$ cat src/rtl/tmr_pkg.sv
package tmr_pkg;
    localparam int unsigned TMR_W  = 8;
    localparam int unsigned ADDR_W = 3;

    localparam logic [ADDR_W-1:0] ADDR_CTRL  = 3'd0;
    localparam logic [ADDR_W-1:0] ADDR_TA    = 3'd1;
    localparam logic [ADDR_W-1:0] ADDR_TB    = 3'd2;
    localparam logic [ADDR_W-1:0] ADDR_CLR   = 3'd3;
    localparam logic [ADDR_W-1:0] ADDR_SKIPA = 3'd4;
    localparam logic [ADDR_W-1:0] ADDR_SKIPB = 3'd5;

    typedef enum logic [1:0] {
        TB_SRC_A_UF   = 2'd0,
        TB_SRC_DIV    = 2'd1,
        TB_SRC_PIN    = 2'd2,
        TB_SRC_SYSCLK = 2'd3
    } tb_src_e;

    typedef struct packed {
        logic    out_sel;
        tb_src_e tb_src;
        logic    ta_src;
        logic    div_hi;
        logic    tb_run;
        logic    ta_run;
    } ctrl_t;
endpackage

$ cat src/rtl/tmr_prescaler.sv
module tmr_prescaler #(
    parameter int unsigned DIV_LO = 4,
    parameter int unsigned DIV_HI = 16
) (
    input  logic clk,
    input  logic rst_n,
    input  logic step_en,
    input  logic sel_hi,
    output logic pulse
);
    localparam int unsigned CW = $clog2(DIV_HI);

    typedef struct packed {
        logic [CW-1:0] cnt;
    } ps_state_t;

    ps_state_t st_d, st_q;
    logic [CW-1:0] limit;

    always_comb begin
        st_d  = st_q;
        limit = sel_hi ? CW'(DIV_HI - 1) : CW'(DIV_LO - 1);
        pulse = 1'b0;
        if (step_en) begin
            if (st_q.cnt >= limit) begin
                pulse      = 1'b1;
                st_d.cnt   = '0;
            end else begin
                st_d.cnt   = st_q.cnt + 1'b1;
            end
        end
    end

    always_ff @(posedge clk or negedge rst_n) begin
        if (!rst_n) st_q <= '0;
        else        st_q <= st_d;
    end
endmodule

$ cat src/rtl/tmr_edge_sync.sv
module tmr_edge_sync #(
    parameter int unsigned STAGES = 2
) (
    input  logic clk,
    input  logic rst_n,
    input  logic pin,
    output logic rise
);
    typedef struct packed {
        logic [STAGES:0] sh;
    } es_state_t;

    es_state_t st_d, st_q;

    always_comb begin
        st_d.sh = {st_q.sh[STAGES-1:0], pin};
        rise    = st_q.sh[STAGES-1] & ~st_q.sh[STAGES];
    end

    always_ff @(posedge clk or negedge rst_n) begin
        if (!rst_n) st_q <= '0;
        else        st_q <= st_d;
    end
endmodule

$ cat src/rtl/tmr_down_counter.sv
module tmr_down_counter #(
    parameter int unsigned W = 8
) (
    input  logic         clk,
    input  logic         rst_n,
    input  logic         run,
    input  logic         tick,
    input  logic         wr_en,
    input  logic [W-1:0] wr_data,
    output logic         uf,
    output logic [W-1:0] count
);
    typedef struct packed {
        logic [W-1:0] cnt;
        logic [W-1:0] rel;
    } dc_state_t;

    dc_state_t st_d, st_q;

    always_comb begin
        st_d = st_q;
        uf   = run && tick && (st_q.cnt == '0);
        if (wr_en) begin
            st_d.rel = wr_data;
            if (!run) st_d.cnt = wr_data;
        end
        if (run && tick) begin
            st_d.cnt = uf ? st_d.rel : st_q.cnt - 1'b1;
        end
        count = st_q.cnt;
    end

    always_ff @(posedge clk or negedge rst_n) begin
        if (!rst_n) st_q <= '0;
        else        st_q <= st_d;
    end
endmodule

$ cat src/rtl/tmr_cascade_unit.sv
module tmr_cascade_unit
    import tmr_pkg::*;
#(
    parameter int unsigned DIV_LO      = 4,
    parameter int unsigned DIV_HI      = 16,
    parameter int unsigned SYNC_STAGES = 2
) (
    input  logic              clk,
    input  logic              rst_n,
    input  logic              instr_en,
    input  logic              int_pin,
    input  logic              cnt_pin,
    input  logic              reg_we,
    input  logic              reg_re,
    input  logic [ADDR_W-1:0] reg_addr,
    input  logic [TMR_W-1:0]  reg_wdata,
    output logic [TMR_W-1:0]  reg_rdata,
    output logic              t1_irq,
    output logic              t2_irq,
    output logic              cnt_out
);
    localparam int unsigned CTRL_W = $bits(ctrl_t);

    typedef struct packed {
        ctrl_t ctrl;
        logic  fa;
        logic  fb;
        logic  out;
    } top_state_t;

    top_state_t st_d, st_q;

    logic             ps_pulse;
    logic             int_rise, cnt_rise;
    logic             t1_tick, t2_tick;
    logic             t1_uf, t2_uf, sel_uf;
    logic             t1_run, t2_run;
    logic             wr_ta, wr_tb;
    logic [TMR_W-1:0] t1_count, t2_count;

    assign t1_run = st_q.ctrl.ta_run;
    assign t2_run = st_q.ctrl.tb_run;
    assign wr_ta  = reg_we && (reg_addr == ADDR_TA);
    assign wr_tb  = reg_we && (reg_addr == ADDR_TB);

    tmr_prescaler #(.DIV_LO(DIV_LO), .DIV_HI(DIV_HI)) u_ps (
        .clk(clk), .rst_n(rst_n), .step_en(instr_en),
        .sel_hi(st_q.ctrl.div_hi), .pulse(ps_pulse)
    );

    tmr_edge_sync #(.STAGES(SYNC_STAGES)) u_sync_int (
        .clk(clk), .rst_n(rst_n), .pin(int_pin), .rise(int_rise)
    );

    tmr_edge_sync #(.STAGES(SYNC_STAGES)) u_sync_cnt (
        .clk(clk), .rst_n(rst_n), .pin(cnt_pin), .rise(cnt_rise)
    );

    always_comb begin
        t1_tick = st_q.ctrl.ta_src ? int_rise : ps_pulse;
        unique case (st_q.ctrl.tb_src)
            TB_SRC_A_UF:   t2_tick = t1_uf;
            TB_SRC_DIV:    t2_tick = ps_pulse;
            TB_SRC_PIN:    t2_tick = cnt_rise;
            default:       t2_tick = 1'b1;
        endcase
    end

    tmr_down_counter #(.W(TMR_W)) u_ta (
        .clk(clk), .rst_n(rst_n), .run(t1_run), .tick(t1_tick),
        .wr_en(wr_ta), .wr_data(reg_wdata), .uf(t1_uf), .count(t1_count)
    );

    tmr_down_counter #(.W(TMR_W)) u_tb (
        .clk(clk), .rst_n(rst_n), .run(t2_run), .tick(t2_tick),
        .wr_en(wr_tb), .wr_data(reg_wdata), .uf(t2_uf), .count(t2_count)
    );

    always_comb begin
        st_d   = st_q;
        sel_uf = st_q.ctrl.out_sel ? t2_uf : t1_uf;

        if (reg_we && reg_addr == ADDR_CTRL) st_d.ctrl = ctrl_t'(reg_wdata[CTRL_W-1:0]);

        if (reg_we && reg_addr == ADDR_CLR) begin
            if (reg_wdata[0]) st_d.fa = 1'b0;
            if (reg_wdata[1]) st_d.fb = 1'b0;
        end
        if (reg_re && reg_addr == ADDR_SKIPA) st_d.fa = 1'b0;
        if (reg_re && reg_addr == ADDR_SKIPB) st_d.fb = 1'b0;
        if (t1_uf) st_d.fa = 1'b1;
        if (t2_uf) st_d.fb = 1'b1;

        if (sel_uf) st_d.out = ~st_q.out;

        unique case (reg_addr)
            ADDR_CTRL:  reg_rdata = TMR_W'(st_q.ctrl);
            ADDR_TA:    reg_rdata = t1_count;
            ADDR_TB:    reg_rdata = t2_count;
            ADDR_CLR:   reg_rdata = TMR_W'({st_q.fb, st_q.fa});
            ADDR_SKIPA: reg_rdata = TMR_W'(st_q.fa);
            ADDR_SKIPB: reg_rdata = TMR_W'(st_q.fb);
            default:    reg_rdata = '0;
        endcase
    end

    always_ff @(posedge clk or negedge rst_n) begin
        if (!rst_n) st_q <= '0;
        else        st_q <= st_d;
    end

    assign t1_irq  = st_q.fa;
    assign t2_irq  = st_q.fb;
    assign cnt_out = st_q.out;
endmodule

$ cat config.mk
export PLATFORM = sky130hd
export DESIGN_NAME = tmr_cascade_unit
export DESIGN_NICKNAME = d
export VERILOG_FILES = /design/src/rtl/tmr_pkg.sv /design/src/rtl/tmr_prescaler.sv /design/src/rtl/tmr_edge_sync.sv /design/src/rtl/tmr_down_counter.sv /design/src/rtl/tmr_cascade_unit.sv
export SDC_FILE = /design/constraint.sdc
export NUM_CORES = 1
export LEC_CHECK = 0
export ABC_AREA = 1
export BUFFER_PORTS_ARGS = -buffer_cell sky130_fd_sc_hd__buf_4
export CORE_UTILIZATION = 25
export DETAILED_ROUTE_END_ITERATION = 6
export SYNTH_ARGS = -nofsm -noshare
export SYNTH_HDL_FRONTEND = slang
export SYNTH_SLANG_ARGS = --single-unit
$ cat constraint.sdc
create_clock -name clk -period 5 [get_ports clk]
set_input_delay 1.5 -clock clk [delete_from_list [all_inputs] [get_ports clk]]
set_output_delay 1.5 -clock clk [all_outputs]
set_load 0.1 [all_outputs]
* Yosys cells after proc, flatten, opt, wreduce, memory -nomap -nowiden *
Cells that the tools add are included.

cells by class
  magnitude comparators = 1
  bitwise gates (word level) = 5
  divide/modulo/power cells = 0
  multiplexer cells = 23
  multiply operators = 0
  shift-type cells = 0
  $add $sub $neg = 3
  equal/unequal tests = 9
  reductions and logical operators = 24

operators with widths
  kind                                                    number
  2-to-1 mux 8 bit                                        6
  case mux 8 bit (6 select lines)                         1
  2-to-1 mux 16 bit                                       2
  zero test 8 bit                                         2
  subtractor 8 x 1 -> 8 bit (second input constant)       2
  nonzero test 3 bit                                      4
  logical AND 1 bit                                       10
  2-to-1 mux 1 bit                                        10
  2-to-1 mux 4 bit                                        2
  AND reduction 2 bit                                     4
  == test 3 x 2 -> 1 bit (second input constant)          2
  == test 3 bit (second input constant)                   2
  adder 4 x 1 -> 4 bit (second input constant)            1
  >= comparator 4 bit                                     1
  inequality test 2 x 1 -> 1 bit (second input constant)  2
  nonzero test 2 bit                                      2
  == test 3 x 1 -> 1 bit (second input constant)          1
  zero test 3 bit                                         1
  inverter 1 bit                                          3
  case mux 1 bit (3 select lines)                         1
  AND 1 bit                                               2
  == test 2 x 1 -> 1 bit (second input constant)          1
  == test 2 bit (second input constant)                   1
  zero test 2 bit                                         1
  2-to-1 mux 2 bit                                        1

storage, ports and cells
  word-level logic and storage cells = 81
  latch bits = 0
  memory bits (read-only) = 0
  bits in writable memories = 0
  output and inout bits = 11
  bits in registers = 52
  memories = 0
  input port bits = 18

* Longest topological paths before layout *
Gate-level depths: netlist of the first run.

  word-level depth = 12
  depth in mapped cells = 12
  mapped depth without buffers = 12

* Hierarchy *
Synthesis of the first run repeated with hierarchy kept, for this count alone.

second synthesis, totals
  cell total of the unflattened synthesis = 465
  area, all modules = 3337.0 um^2

by module, submodules not included
  module            area an instance (um^2)  cells an instance  seq. area each (um^2)  instances
  tmr_down_counter  1081.0                   155                400.4                  2
  tmr_cascade_unit  732.0                    111                250.2                  1
  tmr_prescaler     272.8                    34                 100.1                  1
  tmr_edge_sync     85.1                     5                  75.1                   2

* Least setup slack after synthesis of the first run *
Ideal clock, no wire load.

  path type = input port to output port
  start = input reg_addr[2]
  end = output reg_rdata[1]
  setup slack = 0.155 ns
  arrival time = 3.345 ns
  stages on the path = 3
  cells stage by stage = inv_1 nand2_1 o221ai_1

between the ends
  longest elaborated chain between the ends = 2
  elaborated cells between the ends (all ways) = 7
  those cells by class = eq/ne: 5; mux: 1; reduce/logical: 1

RTL lines
  item                                         RTL line                source
  from (decl)                                  tmr_cascade_unit.sv:15  input logic [ADDR_W-1:0] reg_addr,
  == test 3 bit, or another cell as far along  tmr_cascade_unit.sv:96  unique case (reg_addr)
  case mux 8 bit (6 select lines) *            tmr_cascade_unit.sv:96
  to (decl)                                    tmr_cascade_unit.sv:17  output logic [TMR_W-1:0] reg_rdata,

Every way passes the cells marked *; elsewhere a longest branch is shown, timed or not.

* Final worst setup path of the first run *
  start = input reg_addr[2]
  end = output reg_rdata[5]

The elaborated chain is that of the path after synthesis.

==> impl_metrics.ini, run 1 <==
[worst_setup_path]
r2r_cells = 11
worst-endpoint-required_ns = 3.50
setup.worst_path.start_class = input pin
r2r-end = u_ta.count[1]
critical_path.max_fanout = 7
worst_path_max_delay_cell = buf_4
crit_arrival_ns = 2.68
worst-r2r-setup-slack_ns = 2.85
worstSetupPathType = input pin to primary output
startpoint_of_the_worst_register_to_register_path = st_q[5]
critical_path.endpoint = reg_rdata[5]
path_cells = buf_4 -> inv_1 -> nand2_1 -> o221ai_1 -> buf_4
startpoint = reg_addr[2]
critPathCaptureType = primary output
crit_path_max_incr_delay_ns = 0.36
critical-path-top-cell-by-count = buf_4

[logic_synthesis]
synth-warning-count = 0
synth.top_cell.area_share = 0.450
async_reset_ff_frac = 1.00
area_of_the_mapped_netlist_um2 = 2890
netlist_instances = 365
netlist.top_cell.by_area = dfrtp_1
synth_cell_types = 36
synth_sequential_area_ratio = 0.450
synthesized_area_per_cell_um2 = 7.92
post_synth_main_area_contributors = dfrtp_1 45%, nand2_1 14%, inv_1 4.8%
yosys_most_used_dff = dfrtp_1
synth_edf_count = 0
mappedNetlistNets = 389
synth.ff_latch_count = 52

[sta]
worstMarginPinSlew_ns = 0.695
setup_viol = 0
final_min_period_over_clock_period = 0.836
tns_ns = 0
maxSlewViolCount = 0
max_freq_mhz = 239
maxSlewHeadroom = 0.536
grt_setup_unrepaired = no
count_of_endpoints_failing_hold_in_the_final_timing_report = 0
timing.final.crit_period_ns = 4.18
timing.clock.skew_ns = 0.0106

[route]
final_routed_wirelength_um = 8000
route.vias.total = 2588
vias_per_cell = 4.82
antenna_violating_nets_post_route = 0
wl_per_cell_um = 14.9
drc = 0
drt_pass1_iterations = 4
initialDrtViolationCount = 140

[die]
floorplan.initialDensity = 0.262
die_w_um = 110
std_cell_core_area_um2 = 11000
row_count = 38
die_footprint_um2 = 12000
die_h_um = 110
pin_count = 29

[cts]
cts-buffers-inserted = 5
cts_resized = 0
cts_buffer_depth = 2
clock_latency_ns = 0.30
cts_tree = yes
cts.clk_slew.worst_paths_ns = 0.06
postCtsSetupBuffers = 0
cts_root_buffer = clkbuf_16
cts_htree_levels = 2
cts_hold_buffers = 0
clock_sink_count = 52

[global_route]
pin_count_of_the_biggest_net_entering_global_routing = 53
first_global_vias = 2470
grt-ovfl-total = 0
grt_first_pass_wirelength_um = 13000
antenna_found_initial = 0
gr-usage-all-layers = 0.146

[layout]
nets = 420
fin_area_um2 = 3390
insertedDiodeCount = 0
synthToLayoutAreaGrowth_pct = 17.4
drive_above_1_share = 0.151
layout_commonest_cell = nand2_1
most-common-layout-cells = 110 x nand2_1, 52 x dfrtp_1, 37 x inv_1

[power_and_ir_drop]
power.ir.vdd_worst_uv = 204
power-per-cell-area_nw_per_um2 = 488
p_leak_nw = 1.66

[hold_path]
min_path_type = flip-flop to flip-flop

[place]
portBuffers = 28
routabilityCongestion = 0.881
place_area_um2 = 3250
hpwlAfterDp_um = 5930

[job]
maxCapViolations = 0

[outcome]
status = completed
cells in the mapped netlist (2+ instances only):
library cell and number:
o22ai_1 2, nor2_4 4, a22oi_1 2, o2111ai_1 4, dfrtp_1 52, nand2_4 2, ha_1 6, inv_1 37
a31oi_1 3, nor2_2 3, inv_2 7, o221ai_1 7, nand3_1 24, xnor2_1 2, a21oi_1 16, nor2_1 23
nand2_1 110, o21ai_0 22, nand2_2 5, nand4_1 4, xor2_1 5, clkinv_1 2, o211ai_1 3, nor3_1 2
o21ai_1 7
worst max-delay path: cells and delay by family:
family	cells	cell delay, ns
buffers and inverters	3	0.63
and+or+nand+nor	1	0.20
AOI/OAI and AO/OA	1	0.35
stage by stage:
stage,instances,hold WS (ns),worst slack [ns],power [mW],util
detailed placement,529,0.342,0.824,1.31,0.294
finish,537,0.352,0.818,1.66,0.308
floorplan,365,0.331,0.155,1.13,-
global route,537,0.365,0.767,1.78,0.308
global placement,529,0.335,0.858,1.29,0.294
CTS,537,0.357,0.823,1.67,0.308
layer usage:
metal / global-route usage / wire (um) / vias up
li1: - / - / 1267
met1: 0.200 / 3590 / 1241
met2: 0.232 / 3740 / 74
met3: 0.0356 / 595 / 6
met4: 0.0362 / 68 / 0
met5: 0 / 0 / -
area by class of cell:
| type | count | area (um^2) |
|---|---|---|
| Fill cell | 1186 | 7640 |
| Multi-Input combinational cell | 263 | 1390 |
| Sequential cell | 52 | 1300 |
| Timing Repair Buffer | 28 | 210 |
| Tap cell | 140 | 175 |
| Inverter | 46 | 173 |
| Clock buffer | 8 | 146 |
power breakdown:
| part | switching, mW | leakage [nW] | total (mW) | internal, mW |
|---|---|---|---|---|
| sequential | 0.107 | 0.632 | 0.647 | 0.540 |
| combinational | 0.457 | 0.952 | 0.661 | 0.204 |
| clock | 0.149 | 0.0712 | 0.349 | 0.200 |
state kept, by name, summed over array words and instances, names as in the netlist:
register,count
u_ta.count,8
u_ta.st_q,8
u_tb.count,8
u_tb.st_q,8
st_q,5
u_ps.st_q,4
u_sync_cnt.st_q,3
u_sync_int.st_q,3
cnt_out,1
t1_irq,1
t1_run,1
t2_irq,1
t2_run,1
cells by family (layout without fill, tap and decap cells):
family / Yosys count / count (layout) / synth area share
adders and majority gates: 6 / 6 / 0.0260
AOI/OAI and AO/OA: 69 / 69 / 0.149
DFF: 52 / 52 / 0.450
and+or+nand+nor: 181 / 181 / 0.284
buffers and inverters: 50 / 82 / 0.0693
xor gates and xnor gates: 7 / 7 / 0.0212
worst min-delay path by stage:
stage	slack, ns	startpoint	endpoint	cells after the start
2_1_floorplan	0.33	u_sync_cnt.st_q[0]	u_sync_cnt.st_q[1]	0
3_3_place_gp	0.33	u_sync_int.st_q[0]	u_sync_int.st_q[1]	0
3_5_place_dp	0.34	u_sync_int.st_q[0]	u_sync_int.st_q[1]	0
4_1_cts	0.36	u_sync_int.st_q[0]	u_sync_int.st_q[1]	0
5_1_grt	0.37	u_sync_int.st_q[0]	u_sync_int.st_q[1]	0
6_report	0.35	u_sync_int.st_q[0]	u_sync_int.st_q[1]	0
Note: power is estimated with default switching activity, not from simulation.
==> inputs of run 2 (changes only) <==
- clock period: 5 -> 3.94 ns (I/O delays scaled with it)
==> run 2 against run 1 <==
Against the previous run:
- final area grew 0.52%
- critical path type unchanged
- die area is the same
- combinational power grew 28%
- first-iteration DRC count grew 5.7%
- via count shrank 0.62%
- register-to-register slack lost 1.0 ns
- global-route usage grew 0.20 points
- clock power grew 27%
==> impl_metrics.ini, run 2 (synthesis gave the netlist of run 1 again) <==
[worst_setup_path]
worst-endpoint-required_ns = 2.76
worst_path_max_delay_cell = buf_4
critical-path-top-cell-by-count = buf_4
crit_path_max_incr_delay_ns = 0.36
critPathCaptureType = primary output
critical_path.max_fanout = 7
worstSetupPathType = input pin to primary output
path_cells = buf_4 -> inv_1 -> nand2_1 -> o221ai_1 -> buf_4
crit_arrival_ns = 2.37
setup.worst_path.start_class = input pin

[global_route]
gr-usage-all-layers = 0.148
pin_count_of_the_biggest_net_entering_global_routing = 53
antenna_found_initial = 0
first_global_vias = 2606
grt_first_pass_wirelength_um = 13300
grt-ovfl-total = 0

[cts]
clock_sink_count = 52
cts_buffer_depth = 2
cts_resized = 0
cts_root_buffer = clkbuf_16
cts_htree_levels = 2
cts.clk_slew.worst_paths_ns = 0.07
clock_latency_ns = 0.30
cts_tree = yes
cts-buffers-inserted = 5
cts_hold_buffers = 0
postCtsSetupBuffers = 0

[die]
die_h_um = 110
die_footprint_um2 = 12000
pin_count = 29
floorplan.initialDensity = 0.262
row_count = 38
std_cell_core_area_um2 = 11000
die_w_um = 110

[layout]
layout_commonest_cell = nand2_1
nets = 420
postLayoutCoreUtil = 0.309
synthToLayoutAreaGrowth_pct = 18.1
drive_above_1_share = 0.161
fillCellCount = 1186
most-common-layout-cells = 110 x nand2_1, 52 x dfrtp_1, 37 x inv_1
insertedDiodeCount = 0

[power_and_ir_drop]
power-per-cell-area_nw_per_um2 = 618
p_leak_nw = 1.66
power.ir.vdd_worst_uv = 196

[sta]
final_min_period_over_clock_period = 0.901
max_freq_mhz = 282
fin_ws_ns = 0.389
worstMarginPinSlew_ns = 0.719
timing.clock.skew_ns = 0.00679
maxSlewHeadroom = 0.521
setup_viol = 0
timing.final.crit_period_ns = 3.55
count_of_endpoints_failing_hold_in_the_final_timing_report = 0
grt_setup_unrepaired = no
maxSlewViolCount = 0

[route]
route.vias.total = 2572
initialDrtViolationCount = 148
drt_pass1_iterations = 5
final_routed_wirelength_um = 8140
antenna_violating_nets_post_route = 0
wl_per_cell_um = 15.2
vias_per_cell = 4.79
drc = 0

[hold_path]
min_path_type = flip-flop to flip-flop

[place]
portBuffers = 28
hpwlAfterDp_um = 6070
detailedPlace.worstSlack_ns = 0.410
routabilityCongestion = 0.886

[outcome]
status = completed

[job]
maxCapViolations = 0
-- run 2: layout make-up --
cell class,instances,area (um^2),share of cell area
clock buffers,6,129,0.0378
clock inverters,2,16.3,0.00477
inverters,46,173,0.0506
multi-input cells,263,1410,0.413
flip-flops and latches,52,1300,0.381
well taps,140,175,0.0513
repair buffers,28,210,0.0616
-- run 2: routing by layer --
| layer | vias up | GRT usage | wire (um) | part of all wire |
|---|---|---|---|---|
| met5 | - | 0 | 0 | 0 |
| met1 | 1221 | 0.197 | 3690 | 0.45 |
| met4 | 0 | 0.0514 | 187 | 0.023 |
| met2 | 68 | 0.242 | 3750 | 0.46 |
| met3 | 12 | 0.0273 | 511 | 0.063 |
| li1 | 1271 | - | - | - |
-- run 2: stage by stage --
step	cell area, um^2	hold slack [ns]	total power, mW	setup TNS (ns)	instances
3_5_place_dp	3270	0.335	1.67	0	529
4_1_cts	3410	0.352	2.12	0	537
5_1_grt	3410	0.364	2.26	0	537
2_1_floorplan	2910	0.331	1.44	-1.20	365
6_report	3410	0.349	2.11	0	537
3_3_place_gp	3270	0.337	1.64	0	529
-- run 2: worst max-delay path, delay by kind of cell --
| family | cells | cell delay, ns |
|---|---|---|
| compound gates | 1 | 0.35 |
| buf+inv | 3 | 0.63 |
| simple gates | 1 | 0.22 |
-- run 2: worst paths after layout --
| check | startpoint | end | slack (ns) | cells past startpoint |
|---|---|---|---|---|
| worst max-delay path | reg_addr[2] | reg_rdata[3] | 0.39 | 5 |
| worst min-delay path | u_sync_int.st_q[0] | u_sync_int.st_q[1] | 0.35 | 0 |
| worst max register to register | st_q[5] | u_ta.count[2] | 1.81 | 11 |
| worst min register to register | u_sync_int.st_q[0] | u_sync_int.st_q[1] | 0.35 | 0 |
| max in group asynchronous | rst_n | u_ps.st_q[3] | 2.52 | 1 |
| min in group asynchronous | rst_n | u_ps.st_q[1] | 0.93 | 1 |
-- run 2: power breakdown --
| group | leakage, nW | switching [mW] | internal [mW] | total, mW |
|---|---|---|---|---|
| combinational | 0.959 | 0.588 | 0.261 | 0.849 |
| clock | 0.0671 | 0.205 | 0.237 | 0.442 |
| sequential | 0.632 | 0.132 | 0.685 | 0.817 |
